## src/rtl/intpend_pkg.sv

```systemverilog
package intpend_pkg;
  localparam int WORD_W = 32;
  localparam int HALF_W = 16;

  // Strobes from the control path to the pending-word datapath.
  typedef struct packed {
    logic [WORD_W-1:0] swClrMask;
    logic [WORD_W-1:0] swSetMask;
    logic [HALF_W-1:0] hwSet;
    logic [HALF_W-1:0] hwClr;
    logic              timerSet;
    logic              timerClr;
  } pendStrb_t;
endpackage

```

## src/rtl/intpend_ctrl.sv

```systemverilog
module intpend_ctrl
  import intpend_pkg::*;
#(
  parameter int ADDR_W    = 2,
  parameter int CLR_OFS   = 1,
  parameter int SET_OFS   = 2,
  parameter int SW_LO     = 17,
  parameter int ALIAS_SRC = 14
) (
  input  logic              clk,
  input  logic              rst_n,
  input  logic              timerIn,
  input  logic [HALF_W-1:0] hwLevelSet,
  input  logic [HALF_W-1:0] hwLevelClr,
  input  logic [ADDR_W-1:0] busAddr,
  input  logic              busWrEn,
  input  logic [WORD_W-1:0] busWrData,
  output pendStrb_t         strb
);
  localparam logic [WORD_W-1:0] SW_MASK = ~((WORD_W'(1) << SW_LO) - WORD_W'(1));
  localparam logic [HALF_W-1:0] HW_MASK = ~HALF_W'(1);

  logic timerPrev;
  logic clrHit;
  logic setHit;
  logic [WORD_W-1:0] clrRaw;

  always_ff @(posedge clk) begin
    if (!rst_n) timerPrev <= 1'b0;
    else        timerPrev <= timerIn;
  end

  assign clrHit = busWrEn && (busAddr == ADDR_W'(CLR_OFS));
  assign setHit = busWrEn && (busAddr == ADDR_W'(SET_OFS));

  always_comb begin
    clrRaw = busWrData;
    if (busWrData[ALIAS_SRC]) clrRaw[WORD_W-1] = 1'b1;
  end

  always_comb begin
    strb.swClrMask = clrHit ? (clrRaw & SW_MASK) : '0;
    strb.swSetMask = setHit ? (busWrData & SW_MASK) : '0;
    strb.hwSet     = hwLevelSet & HW_MASK;
    strb.hwClr     = hwLevelClr & HW_MASK;
    strb.timerSet  = timerIn;
    strb.timerClr  = !timerIn && timerPrev;
  end

  // the alias bit on a clear write must reach bit 31 of the clear mask
  p_alias_clear_r3: assert property (@(posedge clk) disable iff (!rst_n)
    (busWrEn && busAddr == ADDR_W'(CLR_OFS) && busWrData[ALIAS_SRC]) |-> strb.swClrMask[WORD_W-1]);

  // writes to other offsets produce no software strobes
  p_unused_ofs_r9: assert property (@(posedge clk) disable iff (!rst_n)
    (busAddr != ADDR_W'(CLR_OFS) && busAddr != ADDR_W'(SET_OFS)) |-> (strb.swClrMask == '0 && strb.swSetMask == '0));

  // a fall is flagged only one cycle after the line was high
  p_timer_fall_r7: assert property (@(posedge clk) disable iff (!rst_n)
    strb.timerClr |-> ($past(timerIn) && !timerIn));
endmodule

```

## src/rtl/intpend_dp.sv

```systemverilog
module intpend_dp
  import intpend_pkg::*;
#(
  parameter int ADDR_W    = 2,
  parameter int TIMER_BIT = 10
) (
  input  logic              clk,
  input  logic              rst_n,
  input  pendStrb_t         strb,
  input  logic [ADDR_W-1:0] busAddr,
  output logic [WORD_W-1:0] busRdData,
  output logic [WORD_W-1:0] pendWord,
  output logic [HALF_W-1:0] swLevels
);
  logic [WORD_W-1:0] pendQ;
  logic [WORD_W-1:0] pendNext;

  always_comb begin
    pendNext = pendQ;
    pendNext = pendNext & ~strb.swClrMask;
    pendNext = pendNext | strb.swSetMask;
    pendNext[HALF_W-1:0] = (pendNext[HALF_W-1:0] & ~strb.hwClr) | strb.hwSet;
    if (strb.timerSet)      pendNext[TIMER_BIT] = 1'b1;
    else if (strb.timerClr) pendNext[TIMER_BIT] = 1'b0;
  end

  always_ff @(posedge clk) begin
    if (!rst_n) pendQ <= '0;
    else        pendQ <= pendNext;
  end

  for (genvar i = 0; i < HALF_W; i++) begin : g_lvl
    assign swLevels[i] = pendQ[HALF_W + i];
  end

  assign pendWord  = pendQ;
  assign busRdData = (busAddr == '0) ? pendQ : '0;

  // every requested software set bit is pending afterwards
  p_sw_set_r4: assert property (@(posedge clk) disable iff (!rst_n)
    (strb.swSetMask != '0) |=> ((pendQ & $past(strb.swSetMask)) == $past(strb.swSetMask)));

  // every requested software clear bit is gone afterwards
  p_sw_clr_r2: assert property (@(posedge clk) disable iff (!rst_n)
    (strb.swClrMask != '0) |=> ((pendQ & $past(strb.swClrMask)) == '0));

  // without hardware or timer activity the low half holds
  p_hw_hold_r5: assert property (@(posedge clk) disable iff (!rst_n)
    (strb.hwSet == '0 && strb.hwClr == '0 && !strb.timerSet && !strb.timerClr)
      |=> $stable(pendQ[HALF_W-1:0]));

  // timer high leaves its bit set
  p_timer_set_r7: assert property (@(posedge clk) disable iff (!rst_n)
    strb.timerSet |=> pendQ[TIMER_BIT]);
endmodule

```

## src/rtl/intpend_top.sv

```systemverilog
module intpend_top
  import intpend_pkg::*;
#(
  parameter int ADDR_W    = 2,
  parameter int TIMER_BIT = 10
) (
  input  logic              clk,
  input  logic              rst_n,
  input  logic              timerIn,
  input  logic [15:0]       hwLevelSet,
  input  logic [15:0]       hwLevelClr,
  input  logic [ADDR_W-1:0] busAddr,
  input  logic              busWrEn,
  input  logic [31:0]       busWrData,
  output logic [31:0]       busRdData,
  output logic [31:0]       pendWord,
  output logic [15:0]       swLevels
);
  pendStrb_t strb;

  intpend_ctrl #(.ADDR_W(ADDR_W)) u_ctrl (
    .clk(clk), .rst_n(rst_n), .timerIn(timerIn),
    .hwLevelSet(hwLevelSet), .hwLevelClr(hwLevelClr),
    .busAddr(busAddr), .busWrEn(busWrEn), .busWrData(busWrData),
    .strb(strb)
  );

  intpend_dp #(.ADDR_W(ADDR_W), .TIMER_BIT(TIMER_BIT)) u_dp (
    .clk(clk), .rst_n(rst_n), .strb(strb), .busAddr(busAddr),
    .busRdData(busRdData), .pendWord(pendWord), .swLevels(swLevels)
  );

  // bits 16 and 0 never become pending
  p_fixed_zero_r5: assert property (@(posedge clk) disable iff (!rst_n)
    (pendWord[16] == 1'b0 && pendWord[0] == 1'b0));
endmodule

```

## config.mk

```make
export PLATFORM = sky130hd
export DESIGN_NAME = intpend_top
export DESIGN_NICKNAME = d
export VERILOG_FILES = /design/src/rtl/intpend_pkg.sv /design/src/rtl/intpend_ctrl.sv /design/src/rtl/intpend_dp.sv /design/src/rtl/intpend_top.sv
export SDC_FILE = /design/constraint.sdc
export NUM_CORES = 1
export LEC_CHECK = 0
export CELL_PAD_IN_SITES_DETAIL_PLACEMENT = 1
export CELL_PAD_IN_SITES_GLOBAL_PLACEMENT = 1
export CORE_ASPECT_RATIO = 0.6
export CORE_MARGIN = 3
export CORE_UTILIZATION = 22
export CTS_CLUSTER_SIZE = 14
export DETAILED_ROUTE_END_ITERATION = 8
export PLACE_DENSITY_LB_ADDON = 0.1
export SYNTH_ARGS = -nofsm -noshare
export SYNTH_HDL_FRONTEND = slang
export SYNTH_SLANG_ARGS = --single-unit
```

## constraint.sdc

```tcl
create_clock -name clk -period 2.25 [get_ports clk]
set_clock_uncertainty 0.2 [all_clocks]
set_input_delay 0.45 -clock clk [delete_from_list [all_inputs] [get_ports clk]]
set_output_delay 0.45 -clock clk [all_outputs]
set_load 0.01 [all_outputs]
```

## Yosys cells after proc, flatten, opt, wreduce, memory -nomap -nowiden

Index checks and enable logic that the tools add are counted.

- Input bits: 70
- Memory bits (read-only): 0
- Output and inout bits: 80
- Logic and storage cells: 21
- Memories: 0
- Bits in writable memories: 0
- Register bits: 33
- Bits in latches: 0

- Eq/ne operators: 2
- Multiply operators: 0
- $add $sub $neg: 0
- Reductions and logical operators: 5
- Shift operators: 0
- Bitwise operators: 6
- Divide/modulo/power cells: 0
- Magnitude comparators: 0
- Mux-type cells: 6

Operators by type and width:

| operator | number |
|---|---|
| 32-bit 2-to-1 mux | 3 |
| 32-bit AND | 1 |
| 32-bit inverter | 1 |
| 32-bit bitwise OR | 1 |
| 16-bit AND | 1 |
| 16-bit inverter | 1 |
| 16-bit bitwise OR | 1 |
| 1-bit logical AND | 3 |
| 1-bit 2-to-1 mux | 3 |
| 2-bit by 1-bit equality test with 1-bit output (second input constant) | 1 |
| 2-bit equality test (second input constant) | 1 |
| 2-bit zero test | 1 |
| 1-bit zero test | 1 |

## Logic depth before layout (Yosys ltp)

Gate-level depths: netlist (run 1).

- Depth after elaboration: 10
- Depth in mapped cells: 5

## Cells and area by module

From an unflattened synthesis (run 1), not the netlist that was laid out.

- Cell total of the unflattened synthesis: 324
- Area, all modules: 2,396.0 sq um

By module, submodules not included:

| module | area an instance (sq um) | seq. area each (sq um) | cells an instance | times used |
|---|---|---|---|---|
| intpend_dp | 1,629.1 | 640.6 | 203 | 1 |
| intpend_ctrl | 767.0 | 20.0 | 121 | 1 |

## Least setup slack after synthesis (run 1)

OpenSTA, ideal clock, no wires.

- Path type: in2out
- Start point: in busAddr[0]
- End point: out busRdData[10]
- Slack: 0.460 ns
- Arrival: 1.140 ns
- Path buffers: 2
- Data required time: 1.600 ns
- Stages: 4
- Path through: buf_2 nor2_1 clkbuf_1 and2_1

- Word-level cells in the longest chain between the ends: 2

RTL lines:

| what | line | source |
|---|---|---|
| start: declaration | intpend_top.sv:12 | `input logic [ADDR_W-1:0] busAddr,` |
| 2-bit zero test | intpend_dp.sv:37 | `assign busRdData = (busAddr == '0) ? pendQ : '0;` |
| 32-bit 2-to-1 mux | intpend_dp.sv:37 |  |
| end: declaration | intpend_top.sv:15 | `output logic [31:0] busRdData,` |

No other way between the ends.

## Worst setup path after layout (run 1)

- Start point: in busAddr[0]
- End point: out busRdData[24]

Same word-level chain as after synthesis.

==> flow_metrics.tcl, run 1 <==
set metrics [dict create \
    status "finished, final reports clean" \
    die_h_um 73.2 \
    p_sw_share_pct 24.5 \
    nets 376 \
    ios 150 \
    slowest_stage "dlygate4sd2_1" \
    cts_buffers 5 \
    fmax_mhz 457 \
    cts-root-buf "clkbuf_16" \
    synth_seq_area_share_pct 37.5 \
    clk_pin_slew_ps 50 \
    firstDrtPassIters 4 \
    clockBufferDepth 2 \
    core_area_sq_mm 0.00699 \
    min_period_over_period_pct 97.2 \
    path_common_cell "dlygate4sd2_1" \
    place_inst 396 \
    synth_area_leader_cell "dfxtp_1" \
    power_mw 1.65 \
    min_path_type "flop to flop" \
    synthCells 192 \
    routedWlPerCell_um 15.3 \
    final_cells 406 \
    viasPerCell 4.37 \
    insertion_delay_ps 270 \
    hpwl_mm 4.77 \
    grt_max_degree 23 \
    syn_area_sq_mm 0.00166 \
    grt_usage_pct 14.6 \
    rows 23 \
    ir_worst_vdd_uv 280 \
    comb_power_share_pct 22.6 \
    cp_cell_sequence "dlygate4sd2_1, nor2_4, buf_6, buf_4, and2_1, dlygate4sd2_1" \
    first_global_vias 1886 \
    synth-seq-cells 31 \
    drt_iter0_markers 23 \
    pwr_density_cell_mw_per_mm2 541 \
    yosysTopAreaCellShare_pct 37.5 \
    grt_remaining_overflow 0 \
    synth_cell_types 22 \
    die_area_sq_mm 0.00864 \
    remaining_drc_errors 0 \
    crit_path_start_kind "input pin" \
    io_buffers 126 \
    initial_utilization_pct 23.7 \
    drive_above_1_share_pct 6.54 \
    critical_path_required_ps 1600 \
    setup_viol 0 \
    cts_hold_buf 0 \
    grt_antenna_before_repair 0 \
    synth.area.top_cells "dfxtp_1 (37%), and2_1 (12%), buf_4 (10%), a32oi_1 (7.4%), o21a_1 (6.8%)" \
    fin_crit_ps 2190 \
    ant_nets 0 \
    placedInstanceArea_sq_mm 0.00291 \
    rsz0062_at_grt "false" \
    cp_max_fo 8 \
    critPathBufInv 4 \
    gp_congestion 0.691 \
    tritoncts "yes" \
    fin_hold_ws_ps 296 \
    yosysWarningCount 0 \
    grt_pass1_wl_mm 9.89 \
    syn_to_final_growth_pct 84.3 \
    num_vias 1774 \
    design_area_sq_mm 0.00305 \
    totalWireLength_mm 6.20 \
    switchingPower_uw 406 \
    cts.sinks 31 \
    p_leak_nw 1.27 \
    crit_family "buffers and inverters" \
    seqPwrFrac_pct 37.4 \
    utilization_pct 43.7 \
    die_w_um 118 \
    h-tree-depth 2 \
    crit_type "input pin to output pin" \
    p_int_mw 1.25 \
    clkPwrFrac_pct 40.0 \
    cp.arrival_ps 1540 \
    fillers 825 \
    avgSynthCellArea_sq_um 8.63 \
    setup.worst_path.end_class "output pin" \
    final_max_slew_viol_count 0 \
    antenna_cells 0 \
    hold_viol_final 0 \
    drv_cap 0 \
    max_stage_delay_ps 270 \
]
## kinds of logic after synthesis
| logic type | share of synthesized area [%] |
|---|---|
| compound gates | 22.1 |
| buf+inv | 13.7 |
| flops | 37.5 |
| simple gates | 26.6 |
| other cells | 0.226 |
## cell usage after synthesis
master    count
o211ai_1      1
a21oi_1       1
dfxtp_1      31
o21a_1       15
nand3_1      14
and3b_1       1
a32oi_1      14
conb_1        1
o21ai_0       1
nor2_1        1
inv_1         1
buf_6         1
clkbuf_1      7
buf_4        22
nand2_1      15
nor2b_4       1
and2_1       31
buf_2         4
a21boi_0      5
nand2b_1      1
a21boi_1     10
nor2b_1      14
## layer usage
metal | part of all wire (%) | vias up | global-route usage [%] | routed length, um
li1 | - | 858 | - | -
met1 | 47 | 831 | 19.1 | 2930
met2 | 45 | 80 | 23.5 | 2780
met3 | 7.3 | 5 | 4.96 | 450
met4 | 0.68 | 0 | 3.12 | 42
met5 | 0 | - | 0 | 0
## path summary, 6_finish.rpt
check	slack, ps	to	from	depth (start not counted)
max	60	busRdData[24]	busAddr[0]	6
min	300	u_dp.pendWord[27]$_SDFF_PN0_	u_dp.pendWord[27]$_SDFF_PN0_	2
max reg2reg	1290	u_dp.pendWord[19]$_SDFF_PN0_	u_dp.pendWord[19]$_SDFF_PN0_	2
min reg2reg	300	u_dp.pendWord[27]$_SDFF_PN0_	u_dp.pendWord[27]$_SDFF_PN0_	2
## layout make-up
type	count	area, sq um	area share, %
clock inverters	1	5.00	0.164
multi-input cells	130	832	27.3
repair buffers	137	1330	43.5
well taps	100	125	4.10
flip-flops and latches	31	621	20.3
inverters	1	3.75	0.123
clock buffers	6	139	4.55
## tightest hold or removal path, cell delays in order, from the launching register on
cell	delay, ps
dfxtp_1	330
nand2_1	60
a21boi_1	50
## repair_timing
action,4_1_cts,5_1_grt
endpoints found under the setup margin,30,0
resized for setup,36,0
buffers inserted,3,0
## state kept, by name, indices dropped and copies added, names as in the netlist
name              count
u_dp.pendWord        30
u_ctrl.timerPrev      1
## cells in the final DEF (no fill, tap or decap), types with 3 or more instances in the layout
cell / netlist / routed
a21boi_0: 5 / 5
a21boi_1: 10 / 10
a32oi_1: 14 / 14
and2_1: 31 / 31
buf_4: 22 / 7
buf_6: 1 / 3
clkbuf_16: 0 / 5
clkdlybuf4s50_1: 0 / 94
conb_1: 1 / 5
dfxtp_1: 31 / 31
dlygate4sd2_1: 0 / 32
nand2_1: 15 / 15
nand3_1: 14 / 14
nor2b_1: 14 / 14
o21a_1: 15 / 15
## power groups by stage
stage                     combinational [mW]  clock, mW  sequential (mW)
after CTS                              0.379      0.680            0.620
after detailed placement               0.380          0            0.630
after global placement                 0.374          0            0.629
after global routing                   0.403      0.714            0.625
final                                  0.373      0.662            0.619
after floorplan                        0.145          0            0.637
## through the flow
stage / setup slack (ps) / setup TNS, ps
after CTS: 60.2 / 0
after floorplan: 460 / 0
after global routing: 9.20 / 0
final: 64.0 / 0
after global placement: -322 / -8900
after detailed placement: -360 / -9800
No activity file was read; power rests on OpenSTA's default activity.
==> inputs of run 2 (changes only) <==
--- a/config.mk
+++ b/config.mk
@@ -5,6 +5,7 @@
 export SDC_FILE = /design/constraint.sdc
 export NUM_CORES = 1
 export LEC_CHECK = 0
+export CAP_MARGIN = 10
 export CELL_PAD_IN_SITES_DETAIL_PLACEMENT = 1
 export CELL_PAD_IN_SITES_GLOBAL_PLACEMENT = 1
 export CORE_ASPECT_RATIO = 0.6
==> results of run 2 <==
No change in the layout: final DEF, timing and power equal those of run 1.
==> inputs of run 3 (changes only) <==
--- a/config.mk
+++ b/config.mk
@@ -11,6 +11,7 @@
 export CORE_ASPECT_RATIO = 0.6
 export CORE_MARGIN = 3
 export CORE_UTILIZATION = 22
+export CTS_BUF_LIST = sky130_fd_sc_hd__clkbuf_8
 export CTS_CLUSTER_SIZE = 14
 export DETAILED_ROUTE_END_ITERATION = 8
 export PLACE_DENSITY_LB_ADDON = 0.1
==> run 3 against run 2 <==
Net effect:
- register-to-register slack about the same
- design area decreased by 1.8%
- critical endpoint unchanged
- largest power group is now registers
- clock power decreased by 32%
- final cell count unchanged
==> flow_metrics.tcl, run 3 (synthesized netlist as in run 1, its figures left out) <==
set metrics [dict create \
    cts-root-buf "clkbuf_8" \
    power_mw 1.44 \
    p_leak_nw 1.24 \
    rsz0062_at_grt "false" \
    fillers 826 \
    cp_max_fo 8 \
    mostFrequentLayoutCells "clkdlybuf4s50_1 (94), dlygate4sd2_1 (32), and2_1 (31), dfxtp_1 (31)" \
    remaining_drc_errors 0 \
    setup.worst_path.end_class "output pin" \
    totalWireLength_mm 6.22 \
    grt_pass1_wl_mm 9.92 \
    tritoncts "yes" \
    largest_register_ffs 30 \
    clockBufferDepth 2 \
    crit_family "buffers and inverters" \
    layout_commonest_cell "clkdlybuf4s50_1" \
    grt_antenna_before_repair 0 \
    io_buffers 126 \
    pwr_density_cell_mw_per_mm2 480 \
    hpwl_mm 4.77 \
    ios 150 \
    clk_pin_slew_ps 60 \
    drt_iter0_markers 21 \
    grt_usage_pct 14.7 \
    ant_nets 0 \
    grt_remaining_overflow 0 \
    cp.arrival_ps 1530 \
    insertion_delay_ps 270 \
    critical_path_required_ps 1600 \
    final_cells 406 \
    routedWlPerCell_um 15.3 \
    grt_max_degree 23 \
    crit_type "input pin to output pin" \
    fin_crit_ps 2180 \
    path_common_cell "dlygate4sd2_1" \
    ir_worst_vdd_uv 231 \
    drv_cap 0 \
    cts_hold_buf 0 \
    fmax_mhz 459 \
    core_area_sq_mm 0.00699 \
    syn_to_final_growth_pct 80.9 \
    hold_viol_final 0 \
    status "finished, final reports clean" \
    min_path_type "flop to flop" \
    min_period_over_period_pct 96.9 \
    slowest_stage "dlygate4sd2_1" \
    viasPerCell 4.37 \
    place_inst 396 \
    h-tree-depth 2 \
    die_w_um 118 \
    rows 23 \
    fin_setup_tns_ps 0 \
    die_h_um 73.2 \
    first_global_vias 1892 \
    cts_buffers 5 \
    placedInstanceArea_sq_mm 0.00291 \
    gp_congestion 0.691 \
    max_stage_delay_ps 270 \
    design_area_sq_mm 0.00300 \
    critPathBufInv 4 \
    final_max_slew_viol_count 0 \
    cp_cell_sequence "dlygate4sd2_1, nor2_4, buf_6, buf_4, and2_1, dlygate4sd2_1" \
    num_vias 1773 \
    crit_path_start_kind "input pin" \
    cts.sinks 31 \
    drive_above_1_share_pct 6.54 \
    firstDrtPassIters 4 \
    antenna_cells 0 \
    nets 376 \
    fin_hold_ws_ps 299 \
    initial_utilization_pct 23.7 \
    die_area_sq_mm 0.00864 \
    setup_viol 0 \
]
==> run 3: stage by stage <==
step / worst slack (ps) / utilization (%)
2_1_floorplan: 460 / -
3_3_place_gp: -322 / 41.6
3_5_place_dp: -360 / 41.6
4_1_cts: 60.2 / 42.9
5_1_grt: 9.20 / 42.9
6_report: 69.2 / 42.9
==> run 3: final timing paths <==
kind                                                   start                            to  slack [ps]  depth (start not counted)
worst max-delay path                              busAddr[0]                 busRdData[24]          70                          6
worst min-delay path            u_dp.pendWord[27]$_SDFF_PN0_  u_dp.pendWord[27]$_SDFF_PN0_         300                          2
worst max register to register  u_dp.pendWord[19]$_SDFF_PN0_  u_dp.pendWord[19]$_SDFF_PN0_        1290                          2
worst min register to register  u_dp.pendWord[27]$_SDFF_PN0_  u_dp.pendWord[27]$_SDFF_PN0_         300                          2
==> run 3: cell type report <==
| type | count | area (sq um) | area share (%) |
|---|---|---|---|
| inverters | 1 | 3.75 | 0.125 |
| well taps | 100 | 125 | 4.18 |
| repair buffers | 137 | 1330 | 44.3 |
| clock buffers | 6 | 82.6 | 2.76 |
| clock inverters | 1 | 5.00 | 0.167 |
| flip-flops and latches | 31 | 621 | 20.7 |
| multi-input cells | 130 | 832 | 27.8 |
==> run 3: repair_timing <==
item                                    CTS  global route
buffers inserted                          3             0
resized for setup                        36             0
endpoints found under the hold margin     0             0
endpoints found under the setup margin   30             0
==> run 3: power by group <==
part / internal (mW) / leakage, nW / switching, mW
combinational: 0.231 / 0.937 / 0.142
sequential: 0.584 / 0.256 / 0.0338
clock: 0.240 / 0.0470 / 0.207
==> run 3: worst min-delay path, delay by kind of cell, from the launching register on <==
family          cells  cell delay (ps)
compound gates      1               50
simple gates        1               60
flops               1              340
==> run 3: layer usage <==
metal  track usage, %  routed length [um]  up-vias
met3             5.19                 430        4
met5                0                   0        -
li1                 -                   -      856
met4             3.12                  44        0
met1             19.2                2950      838
met2             23.5                2790       75
